$ cat config.mk
export PLATFORM = sky130hd
export DESIGN_NAME = keyed_wdog
export DESIGN_NICKNAME = d
export VERILOG_FILES = /design/src/rtl/kwd_pkg.sv /design/src/rtl/kwd_keyseq.sv /design/src/rtl/kwd_unlock.sv /design/src/rtl/kwd_count.sv /design/src/rtl/keyed_wdog.sv
export SDC_FILE = /design/constraint.sdc
export NUM_CORES = 1
export LEC_CHECK = 0
export BUFFER_PORTS_ARGS = -buffer_cell sky130_fd_sc_hd__buf_2
export CAP_MARGIN = 20
export CORE_AREA = 2 2 109 111
export CTS_BUF_LIST = sky130_fd_sc_hd__clkbuf_16
export CTS_CLUSTER_SIZE = 30
export DETAILED_ROUTE_END_ITERATION = 10
export DIE_AREA = 0 0 111 113
export PLACE_DENSITY_LB_ADDON = 0.25
export SYNTH_ARGS = -nofsm -noshare
export SYNTH_HDL_FRONTEND = slang
export SYNTH_SLANG_ARGS = --single-unit
$ cat constraint.sdc
create_clock -name clk -period 2.6 [get_ports clk]
set_clock_uncertainty 0.15 [all_clocks]
set_input_delay 0.13 -clock clk [delete_from_list [all_inputs] [get_ports clk]]
set_output_delay 0.13 -clock clk [all_outputs]
set_load 0.1 [all_outputs]
$ cat src/rtl/kwd_pkg.sv
// Shared constants and types for the key-protected watchdog.
// Assumes byte offsets on a word-aligned register interface.
package kwd_pkg;
    localparam logic [15:0] UNL_LO = 16'hC520;
    localparam logic [15:0] UNL_HI = 16'hD928;
    localparam logic [15:0] REF_LO = 16'hA602;
    localparam logic [15:0] REF_HI = 16'hB480;

    localparam int OFS_CTL = 0;
    localparam int OFS_CNT = 4;
    localparam int OFS_TOV = 8;

    localparam int B_CMD32 = 13;
    localparam int B_ULK   = 11;
    localparam int B_RCS   = 10;
    localparam int B_SEL   = 8;
    localparam int B_EN    = 7;
    localparam int B_UPD   = 5;
    localparam int B_WT    = 1;
    localparam int B_ST    = 0;

    typedef enum logic [1:0] {KS_IDLE, KS_UNL, KS_REF} kseq_t;

    typedef struct packed {
        logic       cmd32;
        logic [1:0] sel;
        logic       en;
        logic       upd;
        logic       wt_en;
        logic       st_en;
    } cfg_t;
endpackage

$ cat src/rtl/kwd_keyseq.sv
// Decodes counter-word writes into unlock, refresh or fault pulses.
// Assumes key_wr is a single-cycle strobe; the pulses are combinational.
module kwd_keyseq
    import kwd_pkg::*;
(
    input  logic        clk,
    input  logic        rst_n,
    input  logic        key_wr,
    input  logic [31:0] key_data,
    input  logic        cmd32,
    output logic        unlock_hit,
    output logic        refresh_hit,
    output logic        key_fault
);
    kseq_t       st, st_nxt;
    logic [15:0] lo;

    assign lo = key_data[15:0];

    // Next pending-half state and the command pulses.
    always_comb begin
        st_nxt      = st;
        unlock_hit  = 1'b0;
        refresh_hit = 1'b0;
        key_fault   = 1'b0;
        if (key_wr) begin
            if (cmd32) begin
                st_nxt = KS_IDLE;
                if (key_data == {UNL_HI, UNL_LO})      unlock_hit  = 1'b1;
                else if (key_data == {REF_HI, REF_LO}) refresh_hit = 1'b1;
                else                                   key_fault   = 1'b1;
            end else begin
                case (st)
                    KS_IDLE: begin
                        if (lo == UNL_LO)      st_nxt = KS_UNL;
                        else if (lo == REF_LO) st_nxt = KS_REF;
                        else                   key_fault = 1'b1;
                    end
                    KS_UNL: begin
                        st_nxt = KS_IDLE;
                        if (lo == UNL_HI) unlock_hit = 1'b1;
                        else              key_fault  = 1'b1;
                    end
                    default: begin
                        st_nxt = KS_IDLE;
                        if (lo == REF_HI) refresh_hit = 1'b1;
                        else              key_fault   = 1'b1;
                    end
                endcase
            end
        end
    end

    // Hold which first half, if any, is pending.
    always_ff @(posedge clk) begin
        if (!rst_n) st <= KS_IDLE;
        else        st <= st_nxt;
    end

    assert_one_command_R3: assert property (@(posedge clk) disable iff (!rst_n)
        $onehot0({unlock_hit, refresh_hit, key_fault}));
    assert_no_write_no_cmd_R9: assert property (@(posedge clk) disable iff (!rst_n)
        !key_wr |-> !(unlock_hit || refresh_hit || key_fault));
endmodule

$ cat src/rtl/kwd_unlock.sv
// Unlock window timer, reconfiguration-done flag and the lock-out latch.
// Assumes WIN_CYC >= 2 and that unlock_hit and cfg_wr never coincide.
module kwd_unlock #(
    parameter int WIN_CYC = 256
) (
    input  logic clk,
    input  logic rst_n,
    input  logic unlock_hit,
    input  logic cfg_wr,
    input  logic upd_next,
    output logic ulk,
    output logic rcs,
    output logic frozen
);
    localparam int WW = $clog2(WIN_CYC) + 1;
    localparam logic [WW-1:0] WIN_LAST = WW'(WIN_CYC - 1);

    logic [WW-1:0] win;

    // Open, run down and close the unlock window; record reconfiguration.
    always_ff @(posedge clk) begin
        if (!rst_n) begin
            ulk    <= 1'b0;
            win    <= '0;
            rcs    <= 1'b0;
            frozen <= 1'b0;
        end else if (unlock_hit && !frozen) begin
            ulk <= 1'b1;
            win <= WIN_LAST;
            rcs <= 1'b0;
        end else if (ulk) begin
            if (cfg_wr) begin
                ulk    <= 1'b0;
                rcs    <= 1'b1;
                frozen <= !upd_next;
            end else if (win == '0) begin
                ulk <= 1'b0;
            end else begin
                win <= win - 1'b1;
            end
        end
    end

    assert_window_close_R4: assert property (@(posedge clk) disable iff (!rst_n)
        (ulk && cfg_wr) |=> (!ulk && rcs));
    assert_frozen_stays_locked_R10: assert property (@(posedge clk) disable iff (!rst_n)
        (frozen && !ulk) |=> (!ulk && frozen));
    assert_unlock_clears_rcs_R5: assert property (@(posedge clk) disable iff (!rst_n)
        (unlock_hit && !frozen) |=> (ulk && !rcs));
endmodule

$ cat src/rtl/kwd_count.sv
// Tick-driven watchdog counter with refresh and timeout compare.
// Assumes run already folds in the enable and the low-power gating.
module kwd_count #(
    parameter int CW = 16
) (
    input  logic          clk,
    input  logic          rst_n,
    input  logic          tick,
    input  logic          run,
    input  logic          en,
    input  logic          refresh,
    input  logic [CW-1:0] toval,
    output logic [CW-1:0] cnt,
    output logic          expired
);
    localparam logic [CW-1:0] CNT_MAX = '1;

    // Count ticks, saturating, and clear on refresh.
    always_ff @(posedge clk) begin
        if (!rst_n)                             cnt <= '0;
        else if (refresh)                       cnt <= '0;
        else if (tick && run && cnt != CNT_MAX) cnt <= cnt + 1'b1;
    end

    // Flag that the enabled counter has reached the timeout value.
    always_comb expired = en && (cnt >= toval);

    assert_refresh_clears_R6: assert property (@(posedge clk) disable iff (!rst_n)
        refresh |=> (cnt == '0));
    assert_count_step_R7: assert property (@(posedge clk) disable iff (!rst_n)
        !refresh |=> (cnt == $past(cnt) || cnt == CW'($past(cnt) + 1'b1)));
    assert_no_run_hold_R7: assert property (@(posedge clk) disable iff (!rst_n)
        (!refresh && !run) |=> $stable(cnt));
endmodule

$ cat src/rtl/keyed_wdog.sv
// Key-protected watchdog: register file, key decode, unlock window,
// counter and sticky reset request. Assumes CW <= 32 and a write strobe
// of one cycle per access; reads are combinational from addr.
module keyed_wdog
    import kwd_pkg::*;
#(
    parameter int          AW       = 4,
    parameter int          CW       = 16,
    parameter int          WIN_CYC  = 256,
    parameter int unsigned TOV_INIT = 1000
) (
    input  logic          clk,
    input  logic          rst_n,
    input  logic          tick,
    input  logic          lp_wait,
    input  logic          lp_stop,
    input  logic          wr_en,
    input  logic [AW-1:0] addr,
    input  logic [31:0]   wr_data,
    output logic [31:0]   rd_data,
    output logic          rst_req
);
    localparam cfg_t CFG_RST = '{cmd32: 1'b0, sel: 2'd1, en: 1'b0, upd: 1'b1,
                                 wt_en: 1'b0, st_en: 1'b0};
    localparam logic [AW-1:0] A_CTL = AW'(OFS_CTL);
    localparam logic [AW-1:0] A_CNT = AW'(OFS_CNT);
    localparam logic [AW-1:0] A_TOV = AW'(OFS_TOV);

    cfg_t          cfg;
    logic [CW-1:0] toval, cnt;
    logic          ulk, rcs, frozen;
    logic          unlock_hit, refresh_hit, key_fault, expired;
    logic          wr_ctl, wr_tov, take_ctl, take_tov, upd_next, run;

    assign wr_ctl   = wr_en && addr == A_CTL;
    assign wr_tov   = wr_en && addr == A_TOV;
    assign take_ctl = wr_ctl && ulk;
    assign take_tov = wr_tov && ulk;
    assign upd_next = take_ctl ? wr_data[B_UPD] : cfg.upd;

    kwd_keyseq u_keys (
        .clk(clk), .rst_n(rst_n),
        .key_wr(wr_en && addr == A_CNT), .key_data(wr_data), .cmd32(cfg.cmd32),
        .unlock_hit(unlock_hit), .refresh_hit(refresh_hit), .key_fault(key_fault)
    );

    kwd_unlock #(.WIN_CYC(WIN_CYC)) u_unlock (
        .clk(clk), .rst_n(rst_n), .unlock_hit(unlock_hit),
        .cfg_wr(take_ctl || take_tov), .upd_next(upd_next),
        .ulk(ulk), .rcs(rcs), .frozen(frozen)
    );

    // Counting is gated by enable and by the low-power mode permissions.
    always_comb run = cfg.en && !(lp_wait && !cfg.wt_en) && !(lp_stop && !cfg.st_en);

    kwd_count #(.CW(CW)) u_count (
        .clk(clk), .rst_n(rst_n), .tick(tick), .run(run), .en(cfg.en),
        .refresh(refresh_hit), .toval(toval), .cnt(cnt), .expired(expired)
    );

    // Load the configuration word only inside the unlock window.
    always_ff @(posedge clk) begin
        if (!rst_n) cfg <= CFG_RST;
        else if (take_ctl)
            cfg <= '{cmd32: wr_data[B_CMD32], sel: wr_data[B_SEL+1:B_SEL],
                     en: wr_data[B_EN], upd: wr_data[B_UPD],
                     wt_en: wr_data[B_WT], st_en: wr_data[B_ST]};
    end

    // Load the timeout value only inside the unlock window.
    always_ff @(posedge clk) begin
        if (!rst_n)        toval <= CW'(TOV_INIT);
        else if (take_tov) toval <= wr_data[CW-1:0];
    end

    // Latch a reset request on expiry or key fault until system reset.
    always_ff @(posedge clk) begin
        if (!rst_n)                     rst_req <= 1'b0;
        else if (expired || key_fault)  rst_req <= 1'b1;
    end

    // Return the register selected by addr.
    always_comb begin
        rd_data = '0;
        case (addr)
            A_CTL: begin
                rd_data[B_CMD32]       = cfg.cmd32;
                rd_data[B_ULK]         = ulk;
                rd_data[B_RCS]         = rcs;
                rd_data[B_SEL+1:B_SEL] = cfg.sel;
                rd_data[B_EN]          = cfg.en;
                rd_data[B_UPD]         = cfg.upd;
                rd_data[B_WT]          = cfg.wt_en;
                rd_data[B_ST]          = cfg.st_en;
            end
            A_CNT:   rd_data[CW-1:0] = cnt;
            A_TOV:   rd_data[CW-1:0] = toval;
            default: rd_data = '0;
        endcase
    end

    assert_locked_tov_R2: assert property (@(posedge clk) disable iff (!rst_n)
        (wr_tov && !ulk) |=> $stable(toval));
    assert_locked_ctl_R2: assert property (@(posedge clk) disable iff (!rst_n)
        (wr_ctl && !ulk) |=> $stable(cfg));
    assert_req_sticky_R8: assert property (@(posedge clk) disable iff (!rst_n)
        rst_req |=> rst_req);
    assert_fault_trips_R9: assert property (@(posedge clk) disable iff (!rst_n)
        key_fault |=> rst_req);
    assert_expiry_trips_R8: assert property (@(posedge clk) disable iff (!rst_n)
        (cfg.en && cnt >= toval) |=> rst_req);
endmodule

# After elaboration in Yosys (flattened, before gate mapping)
# Cells that the tools add are included.
# totals
ff_bits,54
input_bits,42
output_inout_bits,33
word_cells,109
# op_classes
addsub,2
magnitude_cmp,1
eq_ne,13
mux,41
bitwise_logic,4
reduce_logical,33
# op_table
operator,count
"equality test 16 bit, second input constant",4
"equality test 32 bit, second input constant",2
2-to-1 mux 8 bit,4
2-to-1 mux 1 bit,24
"adder 16 x 1 -> 16 bit, second input constant",1
>= comparator 16 bit,1
"inequality test 16 bit, second input constant",1
one-hot mux 5 bit (3 select lines),1
logical AND 1 bit,13
logical NOT 9 bit,1
AND reduction 3 bit,3
"subtractor 9 x 1 -> 9 bit, second input constant",1
2-to-1 mux 2 bit,4
logical NOT 1 bit,6
one-hot mux 1 bit (2 select lines),3
one-hot mux 1 bit (3 select lines),2
one-hot mux 2 bit (3 select lines),1
one-hot mux 3 bit (2 select lines),1
OR reduction 2 bit,3
"equality test 4 x 3 -> 1 bit, second input constant",1
"equality test 4 bit, second input constant",1
logical NOT 4 bit,1
"inequality test 4 x 2 -> 1 bit, second input constant",1
inverter 1 bit,4
8 further kinds,10

# Depth between registers and ports, before layout
# Gate-level depths: netlist of the first run.
# depth
word_depth,8
depth_mapped,8
depth_no_buf,8

# Hierarchy
# From an unflattened synthesis of the first run, not the netlist that was laid out.
# hier_totals
hier_cells,419
hier_area_um2,3569.7
# by_module_without_submodules
mod,n_inst,cells_each,area_each_um2,seq_area_each_um2
keyed_wdog,1,154,1362.6,480.5
kwd_count,1,158,1290.0,320.3
kwd_unlock,1,61,555.5,240.2
kwd_keyseq,1,46,361.6,40.0

# Worst setup path before layout of the first run
# Ideal clock, no wire load.
# synth_timing
kind,input -> output
start,input port addr[1]
end,output port rd_data[0]
arrival_ps,1819
required_time_ps,2320
slack_ps,501
stages,6
path_buffers,2
path_cell_list,nor3_1 > and2_1 > clkbuf_1 > buf_1 > a22oi_1 > nand2_1
# synth_via
elab_chain_cells,2
word_cells_on_any_way,4
classes_between,eq/ne (2); mux (1); reduce/logical (1)
# synth_rtl
item,line_no,text
start: declaration,keyed_wdog.sv:18,"input logic [AW-1:0] addr,"
"equality test 4 bit, or another cell as far along",keyed_wdog.sv:85,case (addr)
one-hot mux 2 bit (3 select lines) *,keyed_wdog.sv:85,
end: declaration,keyed_wdog.sv:20,"output logic [31:0] rd_data,"
# Mark *: on every way between the ends. The rest lies on a longest branch, timed or not.

# Worst setup path in the final report of the first run
# layout_timing
start,input port wr_data[15]
end,register u_unlock.rcs
# layout_via
elab_chain_cells,7
word_cells_on_any_way,9
classes_between,eq/ne (2); mux (5); reduce/logical (2)
# layout_rtl
item,line_no,text
start: declaration,keyed_wdog.sv:19,"input logic [31:0] wr_data,"
equality test 16 bit,kwd_keyseq.sv:41,if (lo == UNL_HI) unlock_hit = 1'b1;
2-to-1 mux 1 bit,kwd_keyseq.sv:41,
2-to-1 mux 1 bit,kwd_keyseq.sv:33,case (st)
2-to-1 mux 1 bit *,kwd_keyseq.sv:27,if (cmd32) begin
2-to-1 mux 1 bit *,kwd_keyseq.sv:26,if (key_wr) begin
logical AND 1 bit *,kwd_unlock.sv:27,end else if (unlock_hit && !frozen) begin
OR reduction 2 bit (no line) *,-,
end signal: assignment,kwd_unlock.sv:25,rcs <= 1'b0;
end signal: assignment,kwd_unlock.sv:30,rcs <= 1'b0;
end signal: assignment,kwd_unlock.sv:34,rcs <= 1'b1;
end: declaration,kwd_unlock.sv:12,"output logic rcs,"
# Marks and branches as above.
# A chain may end at the register's enable or synchronous reset.

==> results.md, run 1 <==
* Status: finished clean
* Die H at 113 um
* Gate Count Post-Synth at 389
* PwrDens at 435 mW/mm^2
* Maximum Capacitance Violations at 0
* Worst-skew pair later-pin latency at 0.30 ns
* Clock tree from TritonCTS: done
* WL per Instance at 14.7 um
* Via Count at 2965
* LEAKAGE at 1.67 nW
* Nature of the critical path startpoint: input port
* Root Buffer: clkbuf_16
* CP max FO at 11
* # diodes at 0
* Clock transition at the registers of the reported paths at 0.07 ns
* Synthesized area per cell at 8.50 um^2
* Maximum VDD drop at 265 uV
* Ys flop type: dfxtp_1
* Largest net degree at the start of global routing at 41
* Final Max Slew Viols at 0
* Vias/cell at 4.88
* Hold Crit Class: input port to register
* I/O Pins at 75
* Initial antenna violation count at 0
* H-tree levels at 2
* Kind of critical path: input port to register
* Placed Instances at 584
* Total gr overflow at 0
* Sink Count at 54
* DRT iter0 DRCs at 98
* DRT Pass-1 Iters at 4
* Area growth from synthesis to layout at 21.8%
* Setup-failing EPs final at 0
* Detail Route Antenna Nets at 0
* Fin crit share at 95.8%
* Critical path arrival at 2.53 ns
* Setup crit end kind: register
* Fin cells at 607
* Tmin final at 2.49 ns
* Initial Util at 29.3%
* Dpl hpwl at 6880 um
* Ys async rst share at 0%
* Final Hold Vio Count at 0
* Yosys reg bits at 54
* Share of cells above drive strength 1 at 19.6%
* Post-Syn Area at 0.00331 mm^2
* Number of global-route vias before repair at 2969
* TNS Setup at 0 ns
* Fmax at 402 MHz
* Final wirelength at 8900 um
* Register area share after synthesis at 32.7%
* Port Buffers at 58
* CTS Buffer Depth at 2
* RSZ-0062 raised after global routing: no
* Drc violations at 0
* Slew at the pin with the worst max-slew slack at 0.590 ns
* Core ar. at 0.0113 mm^2
* CP required at 2.64 ns
* Layout net count at 523
* Row cnt at 39
* Rel. slew slack at 60.3%
* Die ar. at 0.0125 mm^2
* Distinct cells, synth at 62
* Global-route wire length before repair at 14900 um
* YS warnings at 0
* Post-synth EDFFs at 0
* Total Routing Usage GR at 14.6%
* Die Span X at 111 um
* RD Place Congestion at 0.789
* CTS buffer count at 5
==> critical path: stages <==
cell and delay [ns]:
dlygate4sd3_1 0.55, buf_2 0.13, nor4b_4 0.23, or3b_4 0.46, nor4_4 0.29, a21oi_1 0.10, or3_4 0.42, and3_2 0.22
==> final timing paths <==
| kind | startpoint | end | slack, ns | depth (start not counted) |
|---|---|---|---|---|
| max reg2reg | toval[2] | rst_req | 0.43 | 8 |
| min reg2reg | u_unlock.win[8] | u_unlock.win[8] | 0.33 | 1 |
| min | wr_data[7] | toval[7] | 0.02 | 3 |
| max | wr_data[15] | u_unlock.rcs | 0.11 | 8 |
==> per-stage QoR <==
step | power [W] | util, % | hold WS (ns) | setup slack (ns) | cell area (um^2)
after floorplan | 0.00103 | - | 0.108 | 0.501 | 3360
after global placement | 0.00107 | 33.0 | 0.242 | 0.157 | 3720
after detailed placement | 0.00107 | 33.0 | 0.247 | 0.153 | 3720
after CTS | 0.00176 | 35.7 | 0.0258 | 0.0306 | 4020
after global routing | 0.00182 | 35.8 | 0.0405 | 0.0315 | 4030
final | 0.00175 | 35.8 | 0.0190 | 0.110 | 4030
==> layer usage <==
layer  track usage (%)  share of wire (%)  vias to the layer above
met2              24.7                 48                       58
met4              5.33                2.1                        0
li1                  -                  -                     1503
met1              19.0                 46                     1389
met5                 0                  0                        -
met3              2.20                3.2                       15
==> sequential cells by signal, indices dropped and copies added (netlist names) <==
| signal | count |
|---|---|
| u_unlock.win | 9 |
| u_count.cnt | 16 |
| u_unlock.ulk | 1 |
| rst_req | 1 |
| cfg | 7 |
| u_keys.st | 2 |
| u_unlock.rcs | 1 |
| toval | 16 |
| u_unlock.frozen | 1 |
==> cell usage after synthesis (5+ instances only) <==
library cell,instances,area (um^2)
nand3_1,11,55.1
nor2_1,25,93.8
inv_1,20,75.1
nand4_1,8,50.1
nand2_1,61,229
o211ai_1,8,60.1
ha_1,18,225
a21boi_0,11,82.6
and4_1,5,43.8
xnor2_1,12,105
clkbuf_1,7,26.3
a22o_1,7,61.3
xor2_1,8,70.1
nor4_1,5,31.3
a21boi_1,7,52.6
nor2b_1,10,62.6
nor3_1,6,30.0
mux2i_1,9,90.1
dfxtp_1,54,1080
buf_4,18,135
a21oi_1,6,30.0
a22oi_1,9,67.6
==> power by group <==
part | internal (W) | switching, W
Clock | 0.000358 | 0.000319
Combinational | 0.0000642 | 0.000185
Sequential | 0.000826 | 0.000000177
==> timing repair <==
item | in CTS | in global routing
gates resized for setup | 0 | 2
buffers inserted | 0 | 0
hold buffers | 15 | 0
endpoints found under the setup margin | 0 | 25
endpoints found under the hold margin | 15 | 0
==> logic make-up after synthesis <==
family	Yosys count	synth area share, %
buffers and inverters	50	8.32
other	1	0.113
muxes	9	2.72
and+or+nand+nor	166	27.8
DFF	54	32.7
adders and majority gates	18	6.81
xor gates and xnor gates	20	5.30
AOI/OAI and AO/OA	71	16.3
==> placed cells by master (no fill, tap or decap), types with 9 or more instances in the layout <==
master	synthesis	final
inv_1	20	20
ha_1	18	18
a22oi_1	9	9
nand2_1	61	61
xnor2_1	12	12
dlygate4sd3_1	0	15
nor2_1	25	25
dfxtp_1	54	54
nand3_1	11	11
a21boi_0	11	11
nor2b_1	10	10
conb_1	1	16
buf_2	1	58
mux2i_1	9	9
==> cell type report <==
cell class / instances / area (um^2)
inverters: 20 / 75.1
clock buffers: 5 / 125
repair buffers: 82 / 520
multi-input cells: 300 / 2030
well taps: 143 / 179
clock inverters: 3 / 21.3
fillers: 1178 / 7240
flip-flops and latches: 54 / 1080
Power figures use the tool's default switching activity.
==> inputs of run 2 (changes only) <==
==> constraint.sdc (replaced) <==
create_clock -name clk -period 2.6 [get_ports clk]
set_clock_uncertainty 0.15 [all_clocks]
set_input_delay 0.39 -clock clk [delete_from_list [all_inputs] [get_ports clk]]
set_output_delay 0.39 -clock clk [all_outputs]
set_load 0.1 [all_outputs]
==> results.md, run 2 (synthesis gave the netlist of run 1 again) <==
* Status: finished clean
* Worst hold path cell count at 3
* Tmin final at 2.34 ns
* Detail Route Antenna Nets at 0
* Slew at the pin with the worst max-slew slack at 0.570 ns
* Dpl hpwl at 6930 um
* Rel. slew slack at 61.6%
* I/O Pins at 75
* Global-route wire length before repair at 14500 um
* Hold Path Sink: toval[6]
* Sink Count at 54
* Die Span X at 111 um
* Drc violations at 0
* Initial antenna violation count at 0
* DRT Pass-1 Iters at 4
* H-tree levels at 2
* Setup-failing EPs final at 0
* Commonest non-fill, non-tap cell in the layout: nand2_1
* CTS Buffer Depth at 2
* # Post-CTS Setup Buffers at 0
* Root Buffer: clkbuf_16
* Place WS at -0.0177 ns
* Internal at 0.00124 W
* # diodes at 0
* Worst R2R Setup Slack at 0.37 ns
* Port Buffers at 58
* LEAKAGE at 1.69 nW
* PwrDens at 410 mW/mm^2
* RD Place Congestion at 0.807
* Layout net count at 517
* Critical path arrival at 2.36 ns
* Fill count at 1132
* Largest net degree at the start of global routing at 41
* Hold Crit Class: input port to register
* Row cnt at 39
* Maximum Capacitance Violations at 0
* Share of cells above drive strength 1 at 23.2%
* Switch share at 27.8%
* Maximum VDD drop at 290 uV
* Multi-input logic area at 0.00202 mm^2
* Clock power share at 37.3%
* Worst-skew pair later-pin latency at 0.29 ns
* Worst R2R Path Depth at 8
* CP max FO at 16
* Placed Instances at 593
* Die ar. at 0.0125 mm^2
* Via Count at 2950
* CTS Hold Bufs at 0
* Total gr overflow at 0
* Core ar. at 0.0113 mm^2
* Fmax at 428 MHz
* Power share of the combinational group at 14.3%
* Total Power at 0.00171 W
* Vias/cell at 4.92
* RSZ-0062 raised after global routing: no
* Nature of the critical path startpoint: input port
* Most frequent cells in the layout: nand2_1, dfxtp_1, buf_2, nor2_1, inv_1
* Seq pwr share at 48.4%
* WL per Instance at 14.7 um
* Setup crit end kind: register
* Fin crit share at 89.9%
* Total Routing Usage GR at 14.0%
* Final Max Slew Viols at 0
* Clock transition at the registers of the reported paths at 0.06 ns
* Reg-to-Reg Start: toval[2]
* Kind of critical path: input port to register
* Reg area at 0.00108 mm^2
* Worst hold start: wr_data[6]
* Clock tree from TritonCTS: done
* Final wirelength at 8790 um
* Final worst slack at 0.263 ns
* Post-CTS sizing at 0
* Final Hold Vio Count at 0
* CP required at 2.63 ns
* Die H at 113 um
* Area growth from synthesis to layout at 26.1%
* CTS buffer count at 5
* Fin cells at 600
* Switching pwr at 0.000474 W
* Initial Util at 29.3%
* Largest regs: toval (16), u_count.cnt (16), u_unlock.win (9)
* DRT iter0 DRCs at 121
* Number of global-route vias before repair at 2936
* Worst flop-to-flop path endpoint: rst_req
[run 2: area by class of cell]
cell class	instances	area share, %
Clock buffer	5	3.00
Clock inverter	2	0.180
Timing Repair Buffer	76	16.3
Multi-Input combinational cell	300	48.5
Inverter	20	1.80
Sequential cell	54	25.9
Tap cell	143	4.29
[run 2: critical path, cell delays in order]
cell	delay, ns
buf_2	0.11
nor4b_2	0.26
buf_4	0.16
or3b_1	0.41
buf_4	0.16
buf_4	0.13
nor4_1	0.26
a21oi_1	0.08
o21ai_2	0.17
buf_12	0.16
nor2_1	0.06
[run 2: how the worst max path moves through the flow]
stage	startpoint	endpoint	slack [ns]	cells past startpoint
floorplan	addr[1]	rd_data[10]	0.11	4
global placement	wr_data[0]	u_count.cnt[0]	-0.03	11
detailed placement	wr_data[0]	u_count.cnt[0]	-0.02	10
CTS	wr_data[0]	u_count.cnt[0]	0.25	10
global route	wr_data[0]	u_count.cnt[0]	0.06	10
finish	wr_data[0]	u_count.cnt[0]	0.26	11
[run 2: metal layers]
metal | share of wire, % | track usage (%) | up-vias
met2 | 49 | 25.4 | 67
met3 | 3.4 | 1.87 | 13
met1 | 45 | 17.6 | 1374
li1 | - | - | 1496
met4 | 1.8 | 3.50 | 0
met5 | 0 | 0 | -
[run 2: per-stage QoR]
stage               setup TNS [ns]  hold slack, ns  util (%)  area [um^2]
detailed placement          -0.202           0.325      35.8         4040
CTS                              0           0.211      37.0         4170
global route                     0           0.219      37.0         4170
global placement            -0.372           0.313      35.8         4040
floorplan                        0           0.293         -         3380
finish                           0           0.209      37.0         4170
[run 2: power by group through the flow]
stage | clock network, W | logic (W) | registers [W]
finish | 0.000638 | 0.000245 | 0.000827
global placement | 0 | 0.000243 | 0.000846
CTS | 0.000649 | 0.000245 | 0.000827
global route | 0.000676 | 0.000255 | 0.000826
floorplan | 0 | 0.000181 | 0.000847
detailed placement | 0 | 0.000244 | 0.000846
==> inputs of run 3 (changes only) <==
--- a/config.mk
+++ b/config.mk
@@ -7,11 +7,12 @@
 export LEC_CHECK = 0
 export BUFFER_PORTS_ARGS = -buffer_cell sky130_fd_sc_hd__buf_2
 export CAP_MARGIN = 20
-export CORE_AREA = 2 2 109 111
+export CORE_AREA = 2 2 101 103
 export CTS_BUF_LIST = sky130_fd_sc_hd__clkbuf_16
 export CTS_CLUSTER_SIZE = 30
 export DETAILED_ROUTE_END_ITERATION = 10
-export DIE_AREA = 0 0 111 113
+export DIE_AREA = 0 0 103 105
+export GPL_ROUTABILITY_DRIVEN = 0
 export PLACE_DENSITY_LB_ADDON = 0.25
 export SYNTH_ARGS = -nofsm -noshare
 export SYNTH_HDL_FRONTEND = slang
==> results.md, run 3 (synthesis gave the netlist of run 1 again) <==
* Port Buffers at 58
* CP peak stage delay at 0.49 ns
* Fin cells at 586
* Post-CTS sizing at 0
* TNS Setup at 0 ns
* Status: finished clean
* Internal at 0.00124 W
* Final Hold Vio Count at 0
* Final Max Slew Viols at 0
* Rel. slew slack at 64.5%
* WL per Instance at 14.4 um
* Tmin final at 2.38 ns
* Total gr overflow at 0
* Core ar. at 0.00964 mm^2
* Largest net degree at the start of global routing at 41
* Worst R2R Path Depth at 8
* Worst flop-to-flop path endpoint: u_unlock.win[5]
* Initial antenna violation count at 0
* Worst-skew pair later-pin latency at 0.29 ns
* RSZ-0062 raised after global routing: no
* Share of cells above drive strength 1 at 23.0%
* Most frequent cells in the layout: nand2_1, dfxtp_1, buf_2, nor2_1, inv_1
* Placed Instances at 578
* Global-route wire length before repair at 13700 um
* DRT iter0 DRCs at 143
* Seq pwr share at 47.5%
* Worst R2R Setup Slack at 0.41 ns
* Commonest non-fill, non-tap cell in the layout: nand2_1
* Critical path arrival at 2.42 ns
* Area growth from synthesis to layout at 24.9%
* Reg-to-Reg Start: u_unlock.win[0]
* CP required at 2.64 ns
* CP max FO at 11
* H-tree levels at 2
* Die H at 105 um
* Fmax at 420 MHz
* Die Span X at 103 um
* Clock power share at 38.7%
* # diodes at 0
* Total Routing Usage GR at 16.0%
* Layout net count at 512
* Met1 usage at 22.9%
* Fill count at 958
* Initial Util at 34.3%
* Kind of critical path: input port to register
* Number of global-route vias before repair at 2790
* Clock transition at the registers of the reported paths at 0.07 ns
* Clock tree from TritonCTS: done
* Root Buffer: clkbuf_16
* Total Power at 0.00174 W
* Setup crit end kind: register
* Maximum VDD drop at 294 uV
* Power share of the combinational group at 13.7%
* Sink Count at 54
* Setup-failing EPs final at 0
* Fin crit share at 91.5%
* Largest regs: toval (16), u_count.cnt (16), u_unlock.win (9)
* Met2 Resource Use GR at 23.8%
* CP max stage cell: or3b_1
* Crit path from: wr_data[0]
* # Post-CTS Setup Buffers at 0
* CTS buffer count at 5
* Switching pwr at 0.000495 W
* Row cnt at 36
* Final wirelength at 8460 um
* I/O Pins at 75
* CTS Hold Bufs at 0
* Via Count at 2978
* Crit path cell chain: buf_2, nor4b_2, or3b_1, nor4_4, a21oi_1, or3_4, and3_2
* DRT Pass-1 Iters at 7
* Nature of the critical path startpoint: input port
* Maximum Capacitance Violations at 0
* Gr busiest metal: met2
* Slew at the pin with the worst max-slew slack at 0.527 ns
* LEAKAGE at 1.67 nW
* Die ar. at 0.0108 mm^2
* Crit path to: u_unlock.rcs
* Vias/cell at 5.08
* PwrDens at 421 mW/mm^2
* Detail Route Antenna Nets at 0
* Switch share at 28.5%
* Hold Crit Class: input port to register
* CTS Buffer Depth at 2
* Drc violations at 0
* Dpl hpwl at 6430 um
* Met3 GRT Util at 3.55%
## run 3: cell types whose count changed in the layout (fill, tap and decap cells not counted), sizes merged
cell	before	now
buf	76	71
clkinv	0	2
inv	22	21
## run 3: power by group through the flow
| stage | registers, W | clock network (W) | logic, W |
|---|---|---|---|
| after global placement | 0.000846 | 0 | 0.000238 |
| after global routing | 0.000826 | 0.000723 | 0.000250 |
| after floorplan | 0.000847 | 0 | 0.000181 |
| final | 0.000826 | 0.000673 | 0.000239 |
| after detailed placement | 0.000846 | 0 | 0.000239 |
| after CTS | 0.000826 | 0.000687 | 0.000239 |
## run 3: through the flow
stage | util [%] | worst slack, ns | hold WS (ns) | cell area (um^2)
finish | 42.9 | 0.221 | 0.209 | 4130
global route | 42.9 | 0.100 | 0.219 | 4130
detailed placement | 41.4 | -0.0864 | 0.321 | 3990
CTS | 42.9 | 0.224 | 0.204 | 4130
floorplan | - | 0.108 | 0.293 | 3380
global placement | 41.4 | -0.0882 | 0.313 | 3990
## run 3: per-layer routing
| layer | share of wire, % | routed length [um] | vias up |
|---|---|---|---|
| met5 | 0 | 0 | - |
| met4 | 2.1 | 181 | 0 |
| met3 | 7.5 | 631 | 17 |
| met2 | 44 | 3760 | 124 |
| met1 | 46 | 3890 | 1353 |
| li1 | - | - | 1484 |
## run 3: worst max-delay path: cells and delay by family
family,cells,cell delay [ns]
compound gates,1,0.10
simple gates,5,1.82
buf+inv,1,0.11
## run 3: cell type report
type	count	area, um^2	area share, %
clock inverter	3	18.8	0.454
tap	133	166	4.03
multi-input combinational	300	2020	49.0
inverter	20	75.1	1.82
clock buffer	5	125	3.03
sequential	54	1080	26.2
timing repair buffer	71	641	15.5
## run 3: worst min path at each step
stage	startpoint	to	slack, ns	cells past startpoint
floorplan	cfg[4]	cfg[4]	0.29	2
global placement	u_unlock.win[8]	u_unlock.win[8]	0.31	1
detailed placement	u_unlock.win[8]	u_unlock.win[8]	0.32	1
CTS	wr_data[6]	toval[6]	0.20	3
global route	wr_data[15]	toval[15]	0.22	3
finish	wr_data[6]	toval[6]	0.21	3
